--- src/rtl/rx_bit_fifo.sv ---
module rx_bit_fifo #(
  parameter int DEPTH = 16,
  parameter int SYNC_W = 16,
  parameter logic [SYNC_W-1:0] SYNC_WORD = 16'hA5C3,
  localparam int CW = $clog2(DEPTH + 1),
  localparam int LW = $clog2(DEPTH)
) (
  input  logic          clk,
  input  logic          rst_n,
  input  logic          fifo_en,
  input  logic          fill_en,
  input  logic [1:0]    start_sel,
  input  logic [LW-1:0] level,
  input  logic          valid_data,
  input  logic          bit_in,
  input  logic          bit_stb,
  input  logic          rd_stb,
  input  logic          status_rd,
  output logic          rd_bit,
  output logic [CW-1:0] bit_count,
  output logic          empty,
  output logic          ovf,
  output logic          fifo_irq
);

  logic [DEPTH-1:0]  mem, mem_nx;
  logic [CW-1:0]     cnt;
  logic [SYNC_W-1:0] shreg;
  logic              armed, fill_q;
  logic              flush, fill_ok, cond, wr_req, wr_ok, rd_fire, ovf_hit;
  logic [CW-1:0]     wr_idx, thr;

  assign flush   = fill_en && !fill_q;
  assign fill_ok = fifo_en && fill_en && !flush;
  assign rd_fire = fifo_en && rd_stb && (cnt != '0);

  always_comb begin
    case (start_sel)
      2'b00:   cond = valid_data;
      2'b01:   cond = armed;
      2'b11:   cond = 1'b1;
      default: cond = 1'b0;
    endcase
  end

  assign wr_req  = bit_stb && fill_ok && cond;
  assign wr_ok   = wr_req && ((cnt != CW'(DEPTH)) || rd_fire);
  assign ovf_hit = wr_req && !wr_ok;
  assign wr_idx  = rd_fire ? cnt - 1'b1 : cnt;

  always_comb begin
    mem_nx = rd_fire ? {1'b0, mem[DEPTH-1:1]} : mem;
    for (int i = 0; i < DEPTH; i++)
      if (wr_ok && wr_idx == CW'(i)) mem_nx[i] = bit_in;
  end

  always_ff @(posedge clk or negedge rst_n) begin
    if (!rst_n) begin
      mem <= '0;
      cnt <= '0;
      ovf <= 1'b0;
      fill_q <= 1'b0;
    end else begin
      fill_q <= fill_en;
      if (!fifo_en || flush) begin
        mem <= '0;
        cnt <= '0;
        if (!fifo_en) ovf <= 1'b0;
        else if (status_rd) ovf <= 1'b0;
      end else begin
        mem <= mem_nx;
        cnt <= cnt + CW'(wr_ok) - CW'(rd_fire);
        if (ovf_hit) ovf <= 1'b1;
        else if (status_rd) ovf <= 1'b0;
      end
    end
  end

  always_ff @(posedge clk or negedge rst_n) begin
    if (!rst_n) begin
      shreg <= '0;
      armed <= 1'b0;
    end else if (!fifo_en || !fill_en || flush) begin
      shreg <= '0;
      armed <= 1'b0;
    end else if (bit_stb) begin
      shreg <= {shreg[SYNC_W-2:0], bit_in};
      if ({shreg[SYNC_W-2:0], bit_in} == SYNC_WORD) armed <= 1'b1;
    end
  end

  assign thr       = (level == '0) ? CW'(DEPTH) : CW'(level);
  assign bit_count = cnt;
  assign empty     = (cnt == '0);
  assign rd_bit    = empty ? 1'b0 : mem[0];
  assign fifo_irq  = (cnt >= thr) || ovf;


  ovf_set_chk: assert property (@(posedge clk) disable iff (!rst_n)
    (fifo_en && !flush && bit_stb && fill_en && cond && cnt == CW'(DEPTH) && !rd_stb) |=> (ovf && cnt == CW'(DEPTH)));


  cnt_bound_chk: assert property (@(posedge clk) disable iff (!rst_n) cnt <= CW'(DEPTH));


  disable_clear_chk: assert property (@(posedge clk) disable iff (!rst_n)
    !fifo_en |=> (empty && !ovf));


  reserved_chk: assert property (@(posedge clk) disable iff (!rst_n)
    (start_sel == 2'b10) |=> (bit_count <= $past(bit_count)));


  ovf_irq_chk: assert property (@(posedge clk) disable iff (!rst_n) ovf |-> fifo_irq);


  simul_chk: assert property (@(posedge clk) disable iff (!rst_n)
    (wr_ok && rd_fire && fill_ok) |=> (bit_count == $past(bit_count) && !$rose(ovf)));


  empty_read_chk: assert property (@(posedge clk) disable iff (!rst_n)
    (empty && !(bit_stb && fill_ok && cond)) |=> empty);

endmodule

--- config.mk ---
export PLATFORM = sky130hd
export DESIGN_NAME = rx_bit_fifo
export DESIGN_NICKNAME = d
export VERILOG_FILES = /design/src/rtl/rx_bit_fifo.sv
export SDC_FILE = /design/constraint.sdc
export NUM_CORES = 1
export LEC_CHECK = 0
export BUFFER_PORTS_ARGS = -buffer_cell sky130_fd_sc_hd__clkbuf_2
export CAP_MARGIN = 10
export CORE_ASPECT_RATIO = 0.6
export CORE_MARGIN = 2
export CORE_UTILIZATION = 30
export CTS_CLUSTER_DIAMETER = 200
export DETAILED_ROUTE_END_ITERATION = 10
export PLACE_DENSITY = 0.44
export SYNTH_ARGS = -nofsm -noshare
export SYNTH_HDL_FRONTEND = slang
export SYNTH_SLANG_ARGS = --single-unit
export TNS_END_PERCENT = 1
--- constraint.sdc ---
create_clock -name clk -period 3.7 [get_ports clk]
set_input_delay 0.74 -clock clk [delete_from_list [all_inputs] [get_ports clk]]
set_output_delay 0.74 -clock clk [all_outputs]
set_load 0.05 [all_outputs]
==> flow_summary.json, run 1 <==
{
  "final_cell_mix": "41 x nor2_1, 38 x dfrtp_1, 23 x clkbuf_2",
  "clk_latency_ns": 0.29,
  "synthFlopType": "dfrtp_1",
  "netlist_area_um2": 2600,
  "m1WireLength_mm": 3.79,
  "rsz0062_at_grt": "false",
  "drt_iter0_markers": 152,
  "syn_avg_cell_area_um2": 9.97,
  "setup_viol": 0,
  "cellLeakagePower_nw": 1.38,
  "p_total_mw": 1.70,
  "synth-edff-count": 0,
  "fin_nets": 315,
  "track_usage_pct": 14.0,
  "dr.pass1.iters": 4,
  "num_antenna_cells": 0,
  "p_sw_uw": 736,
  "worst_slew_pin_slew_ns": 1.03,
  "cts_sinks": 39,
  "cts_hold_buf": 0,
  "ir_drop_mv": 0.208,
  "postSynthCellCount": 261,
  "dp_cells": 388,
  "max_freq_ghz": 0.311,
  "ctsHtreeMaxLevel": 2,
  "die_area_um2": 9460,
  "maxSlewHeadroom_pct": 31.3,
  "grt_pass1_wl_mm": 10.5,
  "drt-total-wl_mm": 6.36,
  "combPwrFrac_pct": 44.5,
  "clock_power_share_pct": 25.8,
  "cts_inserted_buffers": 5,
  "yosysSeqAreaShare_pct": 37.5,
  "avgViaCountPerCell": 5.10,
  "start_util_pct": 30.8,
  "die_h_um": 76.1,
  "topRoutingLayerUsed": "met4",
  "slew_viol_final": 0,
  "finalHoldViolCount": 0,
  "swShare_pct": 43.2,
  "hold_class": "reg -> reg",
  "postRouteAntennaNets": 0,
  "grt_pass1_vias": 1914,
  "powerDensity_nw_per_um2": 575,
  "path_clk_slew_ns": 0.06,
  "io-pin-count": 24,
  "r2r_end": "bit_count[4]",
  "layout_commonest_cell": "nor2_1",
  "status": "complete, no violations",
  "overflow": 0,
  "holdPathEnd": "shreg[5]",
  "final_area_um2": 2960,
  "tritoncts": "built",
  "wl_per_cell_um": 16.1,
  "synth_fp_nets": 293,
  "hp-start": "shreg[4]",
  "fillers": 878,
  "min_period_ns": 3.22,
  "hpwl_mm": 4.51,
  "via_count": 2019,
  "dpl_cell_area_um2": 2820,
  "reg2reg_depth": 15,
  "cap_viol_max_count": 0,
  "worstPathMaxFanout": 16,
  "finClkSkew_ns": 0.00455,
  "r2r_start": "bit_count[1]",
  "yosysTopAreaCell": "dfrtp_1",
  "synthArstFlopShare_pct": 100,
  "final_cell_count_no_fill": 396,
  "area_growth_pct": 13.8,
  "cts-resized-gates": 0,
  "synth_top_area_share_pct": 37.5,
  "path_class": "reg -> reg",
  "post-cts-setup-buffers": 0,
  "yosys.cell_types.count": 47,
  "post-route-period-util_pct": 87.0,
  "met3WireLength_um": 252,
  "p_int_uw": 966,
  "drive_above_1_share_pct": 18.0,
  "cts_root_buf": "clkbuf_16",
  "gp_congestion": 0.784,
  "hold_path_depth": 1,
  "synth_seq_cells": 39,
  "yosys-top-cells-area": "dfrtp_1 38%, ha_1 7.7%, mux2i_1 6.2%, nor2_1 5.9%, a22o_1 5.1%",
  "postLayoutCoreUtil_pct": 35.0,
  "drc": 0,
  "worstPathRequired_ns": 3.87,
  "fin_setup_tns_ns": 0,
  "cts_buffer_depth": 2,
  "crit_path_end_kind": "flip-flop",
  "die_w_um": 124,
  "rows": 26,
  "antenna_found_initial": 0,
  "portBuffers": 23,
  "power_frac_seq_pct": 29.7,
  "worstPathArrival_ns": 3.39,
  "core_area_um2": 8460,
  "worst_setup_path_start_kind": "flip-flop",
  "grt_start_max_net_pins": 40,
  "yosys_warnings": 0,
  "ff2ff_setup_slack_ns": 0.48,
  "route.met2.wl_mm": 2.25
}
## worst max-delay path: stages (launching register included)
cell and delay [ns]:
dfrtp_1 0.47, inv_1 0.18, ha_1 0.23, and3b_1 0.34
or2_1 0.22, clkinv_4 0.15, ha_1 0.31, inv_1 0.06
ha_1 0.16, inv_1 0.06, fa_1 0.40, nor2_1 0.12
nor2_1 0.05, o21bai_1 0.16, xnor2_1 0.13, nor2_1 0.05
## sequential cells by signal (all words and copies together) (netlist names)
name       cells
armed          1
bit_count      5
fill_q         1
mem           16
ovf            1
shreg         15
## worst max-delay path by stage
stage / start / end / slack, ns
6_report: bit_count[1] / bit_count[4] / 0.48
5_1_grt: bit_count[1] / bit_count[4] / 0.23
4_1_cts: bit_count[1] / bit_count[4] / 0.48
3_5_place_dp: bit_count[1] / bit_count[4] / 0.51
3_3_place_gp: bit_count[1] / bit_count[4] / 0.63
2_1_floorplan: bit_count[3] / bit_count[4] / 0.0008
## through the flow
step                setup slack, ns  hold slack (ns)
finish                        0.482            0.524
global route                  0.233            0.535
CTS                           0.483            0.523
detailed placement            0.513            0.508
global placement              0.626            0.505
floorplan                  0.000806            0.444
## logic make-up (layout without fill, tap and decap cells)
group	count (synthesis)	after routing	synth area share [%]
flip-flops	39	39	37.5
AO/OA/AOI/OAI	57	57	19.5
XOR/XNOR	4	4	1.35
AND/OR/NAND/NOR	100	100	21.5
buffers and inverters	28	51	5.58
adder cells (fa/ha/maj)	17	17	8.47
multiplexers	16	16	6.16
## power groups by stage
stage	logic, mW	registers (mW)	clock network [mW]
2_1_floorplan	0.561	0.544	0
5_1_grt	0.842	0.513	0.476
4_1_cts	0.758	0.506	0.454
3_3_place_gp	0.760	0.514	0
3_5_place_dp	0.755	0.513	0
6_report	0.758	0.506	0.439
## cells in the mapped netlist, types with 4 or more instances
master and n:
nand2_1 8, nand4_1 9, xnor2_1 4, a22o_1 15, a31oi_4 4, mux2i_1 16, o211ai_1 16, clkbuf_1 9
ha_1 16, nand4b_1 4, or3_1 15, nor2_1 41, nor3_1 6, inv_1 13, dfrtp_1 39
## cell type report
class                   count  area [µm²]  share of cell area [%]
clock inverters             3        20.0                   0.676
flip-flops and latches     39         977                    33.0
well taps                 112         140                    4.73
multi-input cells         194        1480                    50.0
repair buffers             29         160                    5.41
clock buffers               5         125                    4.23
inverters                  14        57.6                    1.94
## routing by layer
| layer | track usage [%] | vias to the layer above |
|---|---|---|
| li1 | - | 996 |
| met1 | 22.8 | 981 |
| met2 | 17.2 | 34 |
| met3 | 3.79 | 8 |
| met4 | 4.04 | 0 |
| met5 | 0 | - |
Power figures use the tool's default switching activity.
==> inputs of run 2 (changes only) <==
CORE_MARGIN = default   (was 2)
PLACE_DENSITY = 0.43   (was 0.44)
==> flow_summary.json, run 2 (synthesized netlist as in run 1, its figures left out) <==
{
  "start_util_pct": 32.0,
  "cap_viol_max_count": 0,
  "path_clk_slew_ns": 0.07,
  "overflow": 0,
  "worstPathArrival_ns": 3.42,
  "final_cell_mix": "41 x nor2_1, 38 x dfrtp_1, 23 x clkbuf_2",
  "top_regs": "mem: 16 flops, shreg: 15 flops, bit_count: 5 flops",
  "rows": 25,
  "path_class": "reg -> reg",
  "cts_root_buf": "clkbuf_16",
  "status": "complete, no violations",
  "powerDensity_nw_per_um2": 578,
  "worstPathRequired_ns": 3.88,
  "finClkSkew_ns": 0.0101,
  "cts-resized-gates": 0,
  "cts_inserted_buffers": 5,
  "die_area_um2": 9060,
  "hp-start": "shreg[14]",
  "layout_commonest_cell": "nor2_1",
  "p_sw_uw": 743,
  "fillers": 834,
  "fin_nets": 315,
  "io-pin-count": 24,
  "regArea_um2": 977,
  "r2r_end": "bit_count[4]",
  "multi_input_area_um2": 1480,
  "largest_register_ffs": 16,
  "dp_cells": 384,
  "postRouteAntennaNets": 0,
  "ir_drop_mv": 0.177,
  "combPwrFrac_pct": 44.7,
  "drc": 0,
  "dpl_cell_area_um2": 2810,
  "final_area_um2": 2960,
  "ctsHtreeMaxLevel": 2,
  "cts_hold_buf": 0,
  "drt_iter0_markers": 109,
  "core_area_um2": 8130,
  "ff2ff_setup_slack_ns": 0.46,
  "tritoncts": "built",
  "post-route-period-util_pct": 87.5,
  "drive_above_1_share_pct": 18.0,
  "grt_pass1_vias": 1852,
  "hold_ws_ns": 0.523,
  "gp_congestion": 0.785,
  "swShare_pct": 43.5,
  "avgViaCountPerCell": 5.05,
  "setup_slack_ns": 0.461,
  "setup_viol": 0,
  "post-cts-setup-buffers": 0,
  "area_growth_pct": 13.6,
  "slew_viol_final": 0,
  "cts_sinks": 39,
  "die_w_um": 122,
  "hold_path_depth": 1,
  "dr.pass1.iters": 4,
  "track_usage_pct": 16.1,
  "grt_start_max_net_pins": 40,
  "max_freq_ghz": 0.309,
  "rsz0062_at_grt": "false",
  "regMostFlops": "mem",
  "hold_class": "reg -> reg",
  "maxSlewHeadroom_pct": 30.5,
  "cts_buffer_depth": 2,
  "p_total_mw": 1.71,
  "clk_latency_ns": 0.29,
  "hpwl_mm": 4.56,
  "worst_setup_path_start_kind": "flip-flop",
  "worstSetupEndpoint": "bit_count[4]",
  "power_frac_seq_pct": 29.6,
  "clock_power_share_pct": 25.8,
  "worstPathMaxFanout": 16,
  "r2r_start": "bit_count[1]",
  "wl_per_cell_um": 16.4,
  "reg2reg_depth": 15,
  "p_int_uw": 966,
  "num_antenna_cells": 0,
  "die_h_um": 74.1,
  "worst_slew_pin_slew_ns": 1.04,
  "min_period_ns": 3.24,
  "grt_pass1_wl_mm": 10.7,
  "fin_setup_tns_ns": 0,
  "via_count": 1980,
  "postLayoutCoreUtil_pct": 36.3,
  "cellLeakagePower_nw": 1.38,
  "drt-total-wl_mm": 6.41,
  "crit_path_end_kind": "flip-flop",
  "finalHoldViolCount": 0,
  "antenna_found_initial": 0,
  "place_ws_ns": 0.496,
  "portBuffers": 23,
  "startpoint": "bit_count[1]",
  "final_cell_count_no_fill": 392
}
run 2: cell type report:
cell class                 instances  share of cell area [%]
multi-input combinational        194                    50.1
sequential                        39                    33.1
timing repair buffer              29                    5.42
tap                              108                    4.57
clock buffer                       5                    4.23
inverter                          14                    1.95
clock inverter                     3                   0.677
run 2: layer usage:
layer  track usage (%)  wire, µm  vias up  share of wire, %
met5                 0         0        -                 0
met4              4.47        62        0              0.97
met3              4.06       212        8               3.3
met2              19.4      2260       20                35
met1              26.5      3870      946                60
li1                  -         -     1006                 -
run 2: worst max-delay path, stage by stage (launching register included):
cell and delay [ns]:
dfrtp_1 0.48, inv_1 0.19, ha_1 0.23, and3b_1 0.32, or2_1 0.22, clkinv_4 0.15, ha_1 0.32, inv_1 0.06
ha_1 0.18, inv_1 0.06, fa_1 0.39, nor2_1 0.12, nor2_1 0.05, o21bai_1 0.15, xnor2_1 0.14, nor2_1 0.05
run 2: worst min path at each step:
stage	endpoint	slack, ns
finish	shreg[14]	0.52
global route	shreg[4]	0.55
CTS	shreg[10]	0.53
detailed placement	shreg[14]	0.51
global placement	shreg[4]	0.51
floorplan	armed	0.44
run 2: power groups by stage:
stage | Combinational [mW] | Clock, mW | Sequential [mW]
after global placement | 0.769 | 0 | 0.513
after floorplan | 0.561 | 0 | 0.544
final | 0.764 | 0.440 | 0.505
after detailed placement | 0.763 | 0 | 0.513
after global routing | 0.854 | 0.478 | 0.510
after CTS | 0.767 | 0.460 | 0.505
==> inputs of run 3 (changes only) <==
CELL_PAD_IN_SITES_DETAIL_PLACEMENT = 1   (was default)
CELL_PAD_IN_SITES_GLOBAL_PLACEMENT = 2   (was default)
CTS_CLUSTER_SIZE = 25   (was default)
PLACE_DENSITY = 0.62   (was 0.43)
==> flow_summary.json, run 3 (synthesized netlist as in run 1, its figures left out) <==
{
  "core_area_um2": 8130,
  "route.met2.wl_mm": 2.57,
  "powerDensity_nw_per_um2": 594,
  "finalHoldViolCount": 0,
  "tritoncts": "built",
  "crit_chain": "inv_1 > ha_1 > and3b_1 > or2_1 > clkinv_4 > ha_1 > inv_1 > ha_1 > inv_1 > fa_1 > nor2_1 > nor2_1 > o21bai_1 > xnor2_1 > nor2_1",
  "dr.pass1.iters": 4,
  "gp_congestion": 0.763,
  "cts-resized-gates": 0,
  "p_total_mw": 1.78,
  "crit_path_end_kind": "flip-flop",
  "die_area_um2": 9060,
  "crit_path_top_delay_cell": "dfrtp_1",
  "worstPathMaxFanout": 16,
  "wl_per_cell_um": 17.7,
  "drive_above_1_share_pct": 18.9,
  "start_util_pct": 32.0,
  "cts_hold_buf": 0,
  "worst_setup_path_start_kind": "flip-flop",
  "grt_pass1_wl_mm": 11.5,
  "die_w_um": 122,
  "io-pin-count": 24,
  "cap_viol_max_count": 0,
  "setup_viol": 0,
  "fin_setup_tns_ns": 0,
  "ctsHtreeMaxLevel": 2,
  "hold_class": "in -> async",
  "worst_slew_pin_slew_ns": 1.01,
  "rsz0062_at_grt": "false",
  "rows": 25,
  "max_freq_ghz": 0.310,
  "avgViaCountPerCell": 5.23,
  "ff2ff_setup_slack_ns": 0.48,
  "grt_pass1_vias": 2077,
  "overflow": 0,
  "cts_root_buf": "clkbuf_16",
  "top_regs": "mem: 16 flops, shreg: 15 flops, bit_count: 5 flops",
  "fin_nets": 317,
  "cts_sinks": 39,
  "final_cell_mix": "41 x nor2_1, 38 x dfrtp_1, 23 x clkbuf_2",
  "status": "complete, no violations",
  "ir_drop_mv": 0.153,
  "finClkSkew_ns": 0.00308,
  "hold_ws_ns": 0.473,
  "postRouteAntennaNets": 0,
  "met3WireLength_um": 262,
  "critical-path-top-delay-family": "adder cells",
  "path_buf_inv": 4,
  "min_period_ns": 3.22,
  "maxSlewHeadroom_pct": 32.2,
  "post-route-period-util_pct": 87.1,
  "largest_register_ffs": 16,
  "via_count": 2061,
  "hpwl_mm": 5.19,
  "track_usage_pct": 16.9,
  "regMostFlops": "mem",
  "fillers": 946,
  "path_clk_slew_ns": 0.06,
  "area_growth_pct": 15.2,
  "layout_commonest_cell": "nor2_1",
  "clk_latency_ns": 0.29,
  "topRoutingLayerUsed": "met4",
  "path_class": "reg -> reg",
  "slew_viol_final": 0,
  "regArea_um2": 977,
  "post-cts-setup-buffers": 0,
  "multi_input_area_um2": 1480,
  "drt_iter0_markers": 73,
  "num_antenna_cells": 0,
  "die_h_um": 74.1,
  "cts_inserted_buffers": 5,
  "worstPathRequired_ns": 3.88,
  "place_ws_ns": 0.490,
  "drt-total-wl_mm": 6.99,
  "worstPathArrival_ns": 3.40,
  "setup_slack_ns": 0.477,
  "antenna_found_initial": 0,
  "grt_start_max_net_pins": 23,
  "portBuffers": 23,
  "cellLeakagePower_nw": 1.41,
  "drc": 0,
  "m1WireLength_mm": 4.09,
  "cp_slowest_stage_delay_ns": 0.46,
  "cts_buffer_depth": 2
}
==> run 3: cell types whose count changed in the layout (fill, tap and decap cells not counted) <==
cell and change:
buf_4 +2, bufinv_16 +1, clkinv_4 +1, clkinvlp_4 -2
o21ai_1 -1, o21ai_2 +1
==> run 3: final timing paths <==
path,depth (start not counted),from,to
min reg2reg,1,shreg[14],shreg[14]
max reg2reg,15,bit_count[1],bit_count[4]
max in group asynchronous,2,rst_n,mem[15]
min,1,rst_n,bit_count[1]
min in group clk,1,shreg[14],shreg[14]
max,15,bit_count[1],bit_count[4]
==> run 3: stage by stage <==
stage / util [%] / cell area [µm²] / std cells
2_1_floorplan: - / 2600 / 261
3_3_place_gp: 34.8 / 2830 / 386
3_5_place_dp: 34.8 / 2830 / 386
4_1_cts: 36.9 / 3000 / 394
5_1_grt: 36.9 / 3000 / 394
6_report: 36.9 / 3000 / 394
==> run 3: layout make-up <==
class	instances	share of cell area, %
Clock buffer	5	4.17
Clock inverter	3	1.46
Inverter	14	1.92
Multi-Input combinational cell	194	49.5
Sequential cell	39	32.6
Tap cell	108	4.51
Timing Repair Buffer	31	5.84
==> run 3: metal layers <==
| metal | vias up | track usage, % |
|---|---|---|
| met3 | 6 | 4.14 |
| met5 | - | 0 |
| met4 | 0 | 4.47 |
| met2 | 31 | 21.8 |
| met1 | 1025 | 26.8 |
| li1 | 999 | - |
==> run 3: worst reg2reg max path, delay by kind of cell (launching register included) <==
| kind | cells | cell delay [ns] |
|---|---|---|
| adders and majority gates | 4 | 1.13 |
| and+or+nand+nor | 5 | 0.76 |
| DFF | 1 | 0.46 |
| buffers and inverters | 4 | 0.45 |
| AOI/OAI and AO/OA | 1 | 0.16 |
| xor gates and xnor gates | 1 | 0.14 |
==> run 3: report_power, final <==
part / total (mW) / switching, mW / internal [mW]
registers: 0.505 / 0.0410 / 0.464
logic: 0.773 / 0.513 / 0.260
clock network: 0.504 / 0.186 / 0.318
